## src/rtl/glb_timer_pkg.sv

```systemverilog
package glb_timer_pkg;

    typedef enum logic [1:0] {
        WIN_SHARED = 2'd0,
        WIN_LOCAL  = 2'd1,
        WIN_REMOTE = 2'd2,
        WIN_NONE   = 2'd3
    } win_e;

    localparam logic [2:0] OFF_CNT_LO = 3'd0;
    localparam logic [2:0] OFF_CNT_HI = 3'd1;

    localparam logic [2:0] OFF_CTRL   = 3'd0;
    localparam logic [2:0] OFF_PEND   = 3'd1;
    localparam logic [2:0] OFF_TMAP   = 3'd2;
    localparam logic [2:0] OFF_CMP_LO = 3'd3;
    localparam logic [2:0] OFF_CMP_HI = 3'd4;
    localparam logic [2:0] OFF_RSEL   = 3'd5;

    typedef struct packed {
        logic        we;
        logic [2:0]  off;
        logic [31:0] wdata;
    } core_req_t;

    function automatic logic [31:0] half32(input logic [63:0] v, input logic upper);
        return upper ? v[63:32] : v[31:0];
    endfunction

endpackage

```

## src/rtl/glb_timer_cnt.sv

```systemverilog
module glb_timer_cnt #(
    parameter int CNT_W = 64
) (
    input  logic             clk,
    input  logic             rst,
    output logic [CNT_W-1:0] count
);
    logic [CNT_W-1:0] count_q;

    always_ff @(posedge clk) begin
        if (rst) count_q <= '0;
        else     count_q <= count_q + CNT_W'(1);
    end

    assign count = count_q;
endmodule

```

## src/rtl/glb_timer_core.sv

```systemverilog
module glb_timer_core
    import glb_timer_pkg::*;
#(
    parameter int NPINS   = 6,
    parameter int CORE_W  = 2,
    parameter bit TMR_RT  = 1'b1,
    parameter bit PERF_RT = 1'b1
) (
    input  logic              clk,
    input  logic              rst,
    input  logic [63:0]       count,
    input  core_req_t         req,
    output logic [31:0]       rdata,
    output logic [CORE_W-1:0] rsel,
    output logic              pend,
    output logic [63:0]       cmp,
    output logic [NPINS-1:0]  irq
);
    localparam int PIN_W = (NPINS > 1) ? $clog2(NPINS) : 1;

    logic [63:0]       cmp_q;
    logic              pend_q;
    logic              map_en_q;
    logic [PIN_W-1:0]  map_pin_q;
    logic [CORE_W-1:0] rsel_q;
    logic              hit;

    assign hit = (count == cmp_q);

    always_ff @(posedge clk) begin
        if (rst) begin
            cmp_q     <= '1;
            pend_q    <= 1'b0;
            map_en_q  <= 1'b0;
            map_pin_q <= '0;
            rsel_q    <= '0;
        end else begin
            if (hit) pend_q <= 1'b1;
            if (req.we) begin
                case (req.off)
                    OFF_TMAP: begin
                        map_en_q  <= req.wdata[31];
                        map_pin_q <= req.wdata[PIN_W-1:0];
                    end
                    OFF_CMP_LO: begin
                        cmp_q[31:0] <= req.wdata;
                        pend_q      <= 1'b0;
                    end
                    OFF_CMP_HI: begin
                        cmp_q[63:32] <= req.wdata;
                        pend_q       <= 1'b0;
                    end
                    OFF_RSEL: rsel_q <= req.wdata[CORE_W-1:0];
                    default: ;
                endcase
            end
        end
    end

    for (genvar p = 0; p < NPINS; p++) begin : g_pin
        assign irq[p] = pend_q & map_en_q & TMR_RT & (map_pin_q == PIN_W'(p));
    end

    always_comb begin
        case (req.off)
            OFF_CTRL:   rdata = {30'd0, PERF_RT, TMR_RT};
            OFF_PEND:   rdata = {31'd0, pend_q};
            OFF_TMAP:   rdata = {map_en_q, {(31-PIN_W){1'b0}}, map_pin_q};
            OFF_CMP_LO: rdata = half32(cmp_q, 1'b0);
            OFF_CMP_HI: rdata = half32(cmp_q, 1'b1);
            OFF_RSEL:   rdata = {{(32-CORE_W){1'b0}}, rsel_q};
            default:    rdata = 32'd0;
        endcase
    end

    logic unused_wdata;
    assign unused_wdata = ^req.wdata[30:PIN_W] ^ ^req.wdata[31:CORE_W];

    assign rsel = rsel_q;
    assign pend = pend_q;
    assign cmp  = cmp_q;
endmodule

```

## src/rtl/glb_timer.sv

```systemverilog
module glb_timer
    import glb_timer_pkg::*;
#(
    parameter int              NCORES    = 4,
    parameter int              NPINS     = 6,
    parameter logic [NCORES-1:0] TMR_RTBL  = 4'b1011,
    parameter logic [NCORES-1:0] PERF_RTBL = 4'b0111,
    parameter int              CORE_W    = (NCORES > 1) ? $clog2(NCORES) : 1
) (
    input  logic                    clk,
    input  logic                    rst,
    input  logic [CORE_W-1:0]       bus_core,
    input  logic [4:0]              bus_addr,
    input  logic                    bus_we,
    input  logic                    bus_re,
    input  logic [31:0]             bus_wdata,
    output logic [31:0]             bus_rdata,
    output logic [63:0]             count_o,
    output logic [NCORES-1:0]       cmp_pend_o,
    output logic [NCORES*NPINS-1:0] timer_irq
);
    win_e              win;
    logic [2:0]        off;
    logic [CORE_W-1:0] tgt;
    logic              src_ok;
    logic              tgt_ok;
    logic              core_win;
    logic [63:0]       count;
    logic [31:0]       rd_val;
    logic [31:0]       rdata_q;

    logic [31:0]          core_rdata [NCORES];
    logic [CORE_W-1:0]    core_rsel  [NCORES];
    logic [NCORES*64-1:0] cmp_flat;

    glb_timer_cnt #(.CNT_W(64)) u_cnt (
        .clk   (clk),
        .rst   (rst),
        .count (count)
    );

    assign win      = win_e'(bus_addr[4:3]);
    assign off      = bus_addr[2:0];
    assign core_win = (win == WIN_LOCAL) || (win == WIN_REMOTE);
    assign src_ok   = int'(bus_core) < NCORES;

    always_comb begin
        tgt = bus_core;
        if (win == WIN_REMOTE && src_ok) tgt = core_rsel[bus_core];
    end

    assign tgt_ok = src_ok && (int'(tgt) < NCORES);

    for (genvar i = 0; i < NCORES; i++) begin : g_core
        core_req_t req;
        assign req.we    = bus_we && core_win && tgt_ok && (tgt == CORE_W'(i));
        assign req.off   = off;
        assign req.wdata = bus_wdata;

        glb_timer_core #(
            .NPINS   (NPINS),
            .CORE_W  (CORE_W),
            .TMR_RT  (TMR_RTBL[i]),
            .PERF_RT (PERF_RTBL[i])
        ) u_core (
            .clk   (clk),
            .rst   (rst),
            .count (count),
            .req   (req),
            .rdata (core_rdata[i]),
            .rsel  (core_rsel[i]),
            .pend  (cmp_pend_o[i]),
            .cmp   (cmp_flat[i*64 +: 64]),
            .irq   (timer_irq[i*NPINS +: NPINS])
        );
    end

    always_comb begin
        rd_val = 32'd0;
        if (win == WIN_SHARED) begin
            if (off == OFF_CNT_LO)      rd_val = half32(count, 1'b0);
            else if (off == OFF_CNT_HI) rd_val = half32(count, 1'b1);
        end else if (core_win && tgt_ok) begin
            rd_val = core_rdata[tgt];
        end
    end

    always_ff @(posedge clk) begin
        if (rst) rdata_q <= 32'd0;
        else     rdata_q <= bus_re ? rd_val : 32'd0;
    end

    assign bus_rdata = rdata_q;
    assign count_o   = count;
endmodule

```

## config.mk

```make
export PLATFORM = sky130hd
export DESIGN_NAME = glb_timer
export DESIGN_NICKNAME = d
export VERILOG_FILES = /design/src/rtl/glb_timer_pkg.sv /design/src/rtl/glb_timer_cnt.sv /design/src/rtl/glb_timer_core.sv /design/src/rtl/glb_timer.sv
export SDC_FILE = /design/constraint.sdc
export NUM_CORES = 1
export LEC_CHECK = 0
export BUFFER_PORTS_ARGS = -buffer_cell sky130_fd_sc_hd__buf_4
export CORE_MARGIN = 2
export CORE_UTILIZATION = 46
export DETAILED_ROUTE_END_ITERATION = 10
export GPL_TIMING_DRIVEN = 0
export PLACE_DENSITY = 0.61
export SLEW_MARGIN = 20
export SYNTH_ARGS = -nofsm -noshare
export SYNTH_HDL_FRONTEND = slang
export SYNTH_SLANG_ARGS = --single-unit
export TNS_END_PERCENT = 1
```

## constraint.sdc

```tcl
create_clock -name clk -period 2.72 [get_ports clk]
set_input_delay 0.544 -clock clk [delete_from_list [all_inputs] [get_ports clk]]
set_output_delay 0.544 -clock clk [all_outputs]
set_load 0.01 [all_outputs]
```

Word-level counts from Yosys, hierarchy flattened
Cells that the tools add are included.
- flip-flop bits (word level): 380
- input port bits: 43
- output and inout bits: 124
- word-level logic and storage cells: 139
- add/subtract/negate cells: 1
- order comparisons: 2
- eq/ne operators: 29
- muxes and demuxes: 27
- bitwise gates (word level): 24
- reduce and logical (&&, ||, !) cells: 30
- operator list (cell ; count):
    $pmux 32 s6 ; 4
    $eq 64x64->1 ; 4
    $mux 32 ; 6
    $add 64x1->64 const B ; 1
    $bmux 32 s2 ; 1
    $reduce_and 2->1 ; 16
    $eq 3x2->1 const B ; 8
    $eq 3x3->1 const B ; 8
    $and 1x1->1 ; 21
    $eq 3x1->1 const B ; 4
    $logic_not 3->1 ; 4
    $mux 1 ; 12
    $eq 2x2->1 const B ; 3
    $ge 3x3->1 const B ; 2
    $mux 2 ; 3
    $not 2->3 ; 2
    $logic_and 1x1->1 ; 5
    $bmux 2 s2 ; 1
    $eq 2x1->1 const B ; 2
    $logic_not 2->1 ; 2
    $reduce_or 2->1 ; 2
    $logic_or 1x1->1 ; 1
    $not 1->1 ; 1

Longest topological paths before layout
- word-level depth: 11
- mapped depth: 10
- gate-level depth less buffers: 7

Modules after synthesis
From an unflattened synthesis, not the netlist that was laid out.
- cells, all modules: 2352
- area, all modules: 20571.0 um2
- modules (own cells, without submodules) (module ; instances ; cells an instance ; area an instance (um2) ; sequential area each (um2)):
    glb_timer_core at g_core[0].u_core ... ; 2 ; 428 ; 3852.4 ; 1421.4
    glb_timer_core at g_core[2].u_core ; 1 ; 454 ; 3814.9 ; 1421.4
    glb_timer_core at g_core[3].u_core ; 1 ; 457 ; 3806.2 ; 1421.4
    glb_timer_cnt ; 1 ; 343 ; 2930.3 ; 1281.2
    glb_timer ; 1 ; 242 ; 2314.7 ; 640.6

Least setup slack after synthesis
OpenSTA, ideal clock, no wires.
- kind: input to register
- start: input port bus_addr[3]
- end: register g_core[0].u_core.rsel_q[0]
- setup time: 0.128 ns
- arrival time: 2.262 ns
- data required time: 2.592 ns
- path slack: 0.330 ns
- cell stages on the path: 9
- buffers on the path: 2
- path through: inv_1 > ha_1 > nor3b_1 > or2_2 > buf_2 > clkbuf_1 > nor4_1 > mux2i_1 > nor2_1
- longest elaborated chain between the ends: 5
- elaborated cells between the ends (all ways): 8
- classes of those cells: eq/ne (2); mux (1); reduce/logical (5)
- ends and longest elaborated chain (what ; RTL line ; source):
    from (decl) ; glb_timer.sv:13 ; input logic [4:0] bus_addr,
    $eq 2x2->1 / $eq 2x1->1 (equally long branches) ; glb_timer.sv:44, glb_timer.sv:49 ;
    $mux 2 / $logic_or 1x1->1 (equally long branches) ; glb_timer.sv:49, glb_timer.sv:44 ;
    $logic_not 2->1 / $logic_and 1x1->1 (equally long branches) ; glb_timer.sv:56 ; assign req.we = bus_we && core_win && tgt_ok && (tgt == CORE_W'(i));
    $logic_and 1x1->1 * ; glb_timer.sv:56 ;
    $reduce_and 2->1 (no source line) * ; - ;
    to (signal assigned) ; glb_timer_core.sv:53 ; OFF_RSEL: rsel_q <= req.wdata[CORE_W-1:0];
    to (decl) ; glb_timer_core.sv:25 ; logic [CORE_W-1:0] rsel_q;
Mark *: on every way between the ends. The rest lies on a longest branch, timed or not.
A chain may end at the register's enable or synchronous reset.

Worst setup path after layout
- start: input port bus_addr[2]
- end: register rdata_q[10] (netlist: bus_rdata[10])
- longest elaborated chain between the ends: 7
- elaborated cells between the ends (all ways): 17
- classes of those cells: eq/ne (5); mux (11); reduce/logical (1)
- ends and longest elaborated chain (what ; RTL line ; source):
    $eq 3x3->1, or another cell as far along ; glb_timer_core.sv:65 ; case (req.off)
    $pmux 32 s6 ; glb_timer_core.sv:65 ;
    $bmux 32 s2 ; glb_timer.sv:84 ; rd_val = core_rdata[tgt];
    $mux 32 (not written as such) (2 in series) ; glb_timer.sv:84 ;
    $mux 32 ; glb_timer.sv:83 ; end else if (core_win && tgt_ok) begin
    $mux 32 * ; glb_timer.sv:80 ; if (win == WIN_SHARED) begin
    to (signal assigned) ; glb_timer.sv:90 ; else rdata_q <= bus_re ? rd_val : 32'd0;
    to (decl) ; glb_timer.sv:30 ; logic [31:0] rdata_q;
Mark *: on every way between the ends. The rest lies on a longest branch, timed or not. The select of a mux whose other input is x is not followed.

==> impl_metrics.toml <==
[place]
dp_hpwl_microns = 81100
gp_congestion = 1.09
io_buffer_count = 157
post_dp_cell_area_sq_um = 22700

[clock_tree]
hold_buffers = 0
clock-sinks = 380
cts-root-buf = "clkbuf_16"
clockBufferDepth = 3
cts_tree = "built"
worstSkewPairLatency_ns = 0.59
cts_buffers = 43
path_clk_slew_ns = 0.06
cts.htree.levels = 2

[setup_path]
worstPathRequired_ns = 3.22
path_max_fanout = 10
r2r-end = "g_core[2].u_core.pend$_SDFF_PP0_"
startpoint_type = "input pin"
r2r_setup_slack_ns = -0.22
r2r-start = "u_cnt.count[40]$_SDFF_PP0_"
path_class = "in -> reg"
crit_arrival_ns = 3.44
cp_slowest_cell = "nor3b_4"
cp-end-kind = "flip-flop"
reg2reg_depth = 7
crit_chain = "buf_2 -> nor3b_4 -> clkbuf_2 -> clkbuf_1 -> a22oi_1 -> a211oi_1 -> o21ai_0 -> a21oi_1"
cp_slowest_stage_delay_ns = 0.68

[grt]
antenna_found_initial = 6
use_met3 = 0.121
grt_start_max_net_pins = 14
met2_usage = 0.662
grt.total_usage = 0.447
first_global_vias = 19800
grt_pass1_wl_microns = 149000
met1_usage = 0.574
grt-ovfl-total = 0
top_usage_layer = "met2"

[synthesis]
avgSynthCellArea_sq_um = 8.89
synthCells = 2332
ys_ff_latch = 380
yosys-top-cells-area = "dfxtp_1 37%, xor2_1 11%, a211o_1 11%, and2_1 7.8%, a22o_1 3.6%"
yosys.area.top_type_share = 0.367
ys_async_sr_fraction = 0
synth_cell_type_count = 56
synthTopCellsByCount = "380 x dfxtp_1, 272 x xor2_1, 257 x and2_1"
post-synth-top-area-cell = "dfxtp_1"
synth-adder-area-share = 0.00181
post-synth-top-count-cell = "dfxtp_1"
synth_edf_count = 0
synth_mux_area_frac = 0.0242
synth-compound-area-share = 0.217
synth_top_family_by_area = "compound AO/OA/AOI/OAI gates"
synth-xor-area-share = 0.131
synthFlopType = "dfxtp_1"
yosys_warnings = 0
syn_area_sq_um = 20700
yosys.area_share.simple = 0.199
ys_seq_area_frac = 0.367

[sta]
final.min_clock_period_ns = 2.94
slew_headroom = 0.216
setup_violations = 38
rsz0062_at_grt = "yes"
fmax_mhz = 340
fin_worst_skew_ns = 0.00962
post-route-period-util = 1.08
finalMaxSlewViolations = 0
fin_setup_tns_ns = -2.69
worst_pin_slew_ns = 1.18
fin_ws_ns = -0.221
hold_violations = 0

[run_status]
violations = "negative setup slack"
status = "finished, violations left"

[power_and_ir_drop]
p_sw_mw = 3.48
switching_share = 0.266
powerDensity_nw_per_um2 = 531
power.internal_mw = 9.59
sequentialPowerShare = 0.433
peakVddDrop_uv = 472
clkPwrFrac = 0.475
p_leak_nw = 8.65
p_comb_frac = 0.092

[floorplan]
core_area_sq_um = 44300
rows = 77
die_x_microns = 216
fp.dieH_microns = 216
num_io_pins = 167
die_area_sq_um = 46800
initial_utilization = 0.468

[hold_path]
hp-class = "in -> reg"
hold_start = "bus_wdata[2]"
whs_endpoint = "g_core[2].u_core.cmp[2]$_SDFFE_PP1P_"
min_path_cells = 3

[drt]
drc = 0
vias = 21100
vias_per_cell = 6.64
antenna_left = 0
drt-wirelength-per-cell_microns = 33.9
wl_microns = 108000
drt_first_pass_iters = 9
drt-initial-drc-count = 3240

[finish]
nFillCells = 4100
finalInstanceArea_sq_um = 24600
nets = 2594
layout-drive-gt1-share = 0.166
post-route-util = 0.556
syn2layout_area_growth_pct = 18.8

[flow_run]
cap_viol_max_count = 0
## flip-flops by register name (all words and copies together), names as in the netlist
name / count
g_core.u_core.map_en_q: 4
u_cnt.count: 64
g_core.u_core.map_pin_q: 12
g_core.u_core.rsel: 8
g_core.u_core.cmp: 256
bus_rdata: 32
g_core.u_core.pend: 4
## how the worst max path moves through the flow
stage | from | end | depth (start not counted)
global placement | bus_addr[3] | g_core[1].u_core.cmp[31]$_SDFFE_PP1P_ | 10
floorplan | bus_addr[3] | g_core[0].u_core.rsel[0]$_SDFFE_PP0P_ | 9
detailed placement | bus_addr[0] | bus_rdata[14]$_SDFF_PP0_ | 8
CTS | u_cnt.count[62]$_SDFF_PP0_ | g_core[3].u_core.pend$_SDFF_PP0_ | 7
global route | u_cnt.count[43]$_SDFF_PP0_ | g_core[2].u_core.pend$_SDFF_PP0_ | 7
finish | bus_addr[2] | bus_rdata[10]$_SDFF_PP0_ | 8
## critical path, delay by kind of cell
kind / cells / cell delay, ns
buffers and inverters: 3 / 1.24
AOI/OAI and AO/OA: 4 / 0.95
and+or+nand+nor: 1 / 0.68
## power groups by stage
| stage | Sequential (mW) | Combinational, mW | Clock [mW] |
|---|---|---|---|
| floorplan | 5.78 | 0.587 | 0 |
| global placement | 5.78 | 1.10 | 0 |
| CTS | 5.66 | 1.12 | 6.18 |
| finish | 5.66 | 1.20 | 6.21 |
| detailed placement | 5.79 | 1.10 | 0 |
| global route | 5.67 | 1.22 | 6.42 |
## final cells by class
| class | count | area (sq um) | area share |
|---|---|---|---|
| well taps | 592 | 741 | 0.0301 |
| diodes | 4 | 10.0 | 0.000407 |
| clock inverters | 16 | 191 | 0.00777 |
| multi-input cells | 1676 | 12200 | 0.497 |
| repair buffers | 167 | 1270 | 0.0514 |
| clock buffers | 61 | 1270 | 0.0514 |
| flip-flops and latches | 380 | 7610 | 0.309 |
| plain buffers | 261 | 1230 | 0.0499 |
| inverters | 19 | 71.3 | 0.00290 |
## metal layers
metal  part of all wire  wire, microns
met1               0.38          41100
met2               0.42          45100
met3               0.12          13000
met4              0.077           8330
met5            0.00015             16
## timing repair
item                                    4_1_cts  5_1_grt
buffers inserted                              2        5
pin swaps                                     1        1
gates resized for setup                      74       51
endpoints found under the setup margin      243      277
## through the flow
stage,worst slack (ns),cells,hold slack (ns),total power [mW]
3_3_place_gp,-2.05,3086,0.487,6.88
6_report,-0.221,3176,0.285,13.1
3_5_place_dp,-1.15,3089,0.496,6.89
2_1_floorplan,0.330,2337,0.463,6.36
4_1_cts,-0.0619,3167,0.274,13.0
5_1_grt,-0.159,3172,0.310,13.3
## logic make-up (layout without fill, tap and decap cells)
family / after synthesis / in the layout
fa+ha+maj: 3 / 3
buf+inv: 281 / 524
flops: 380 / 380
xor+xnor: 311 / 311
other cells: 1 / 10
mux: 50 / 50
simple gates: 737 / 737
compound gates: 569 / 569
## cell usage in the layout, fill, tap and decap left out, types with 5 or more instances in the layout
cell type | synthesis | layout
a211o_1 | 256 | 256
dfxtp_1 | 380 | 380
nand2_1 | 69 | 65
a211oi_1 | 60 | 60
nor3_1 | 80 | 78
or3_1 | 6 | 6
and4_1 | 8 | 6
nand2b_1 | 11 | 11
buf_2 | 60 | 66
nor4_2 | 8 | 28
clkbuf_1 | 167 | 131
o21ai_0 | 40 | 37
xor2_1 | 272 | 272
nand4_1 | 29 | 29
buf_4 | 18 | 189
xnor2_1 | 39 | 39
a22oi_1 | 58 | 58
buf_1 | 14 | 5
clkinv_2 | 0 | 8
inv_1 | 19 | 19
and2_1 | 257 | 257
a22o_1 | 86 | 86
clkbuf_16 | 0 | 45
mux2i_1 | 49 | 49
nor3_2 | 4 | 6
nor2_1 | 113 | 111
nor4_4 | 0 | 9
a21oi_1 | 44 | 44
nor2b_1 | 8 | 8
clkbuf_2 | 0 | 39
conb_1 | 1 | 6
nand3_1 | 31 | 30
nor4_1 | 93 | 64
clkbuf_8 | 0 | 8
(Power assumes the default switching activity.)
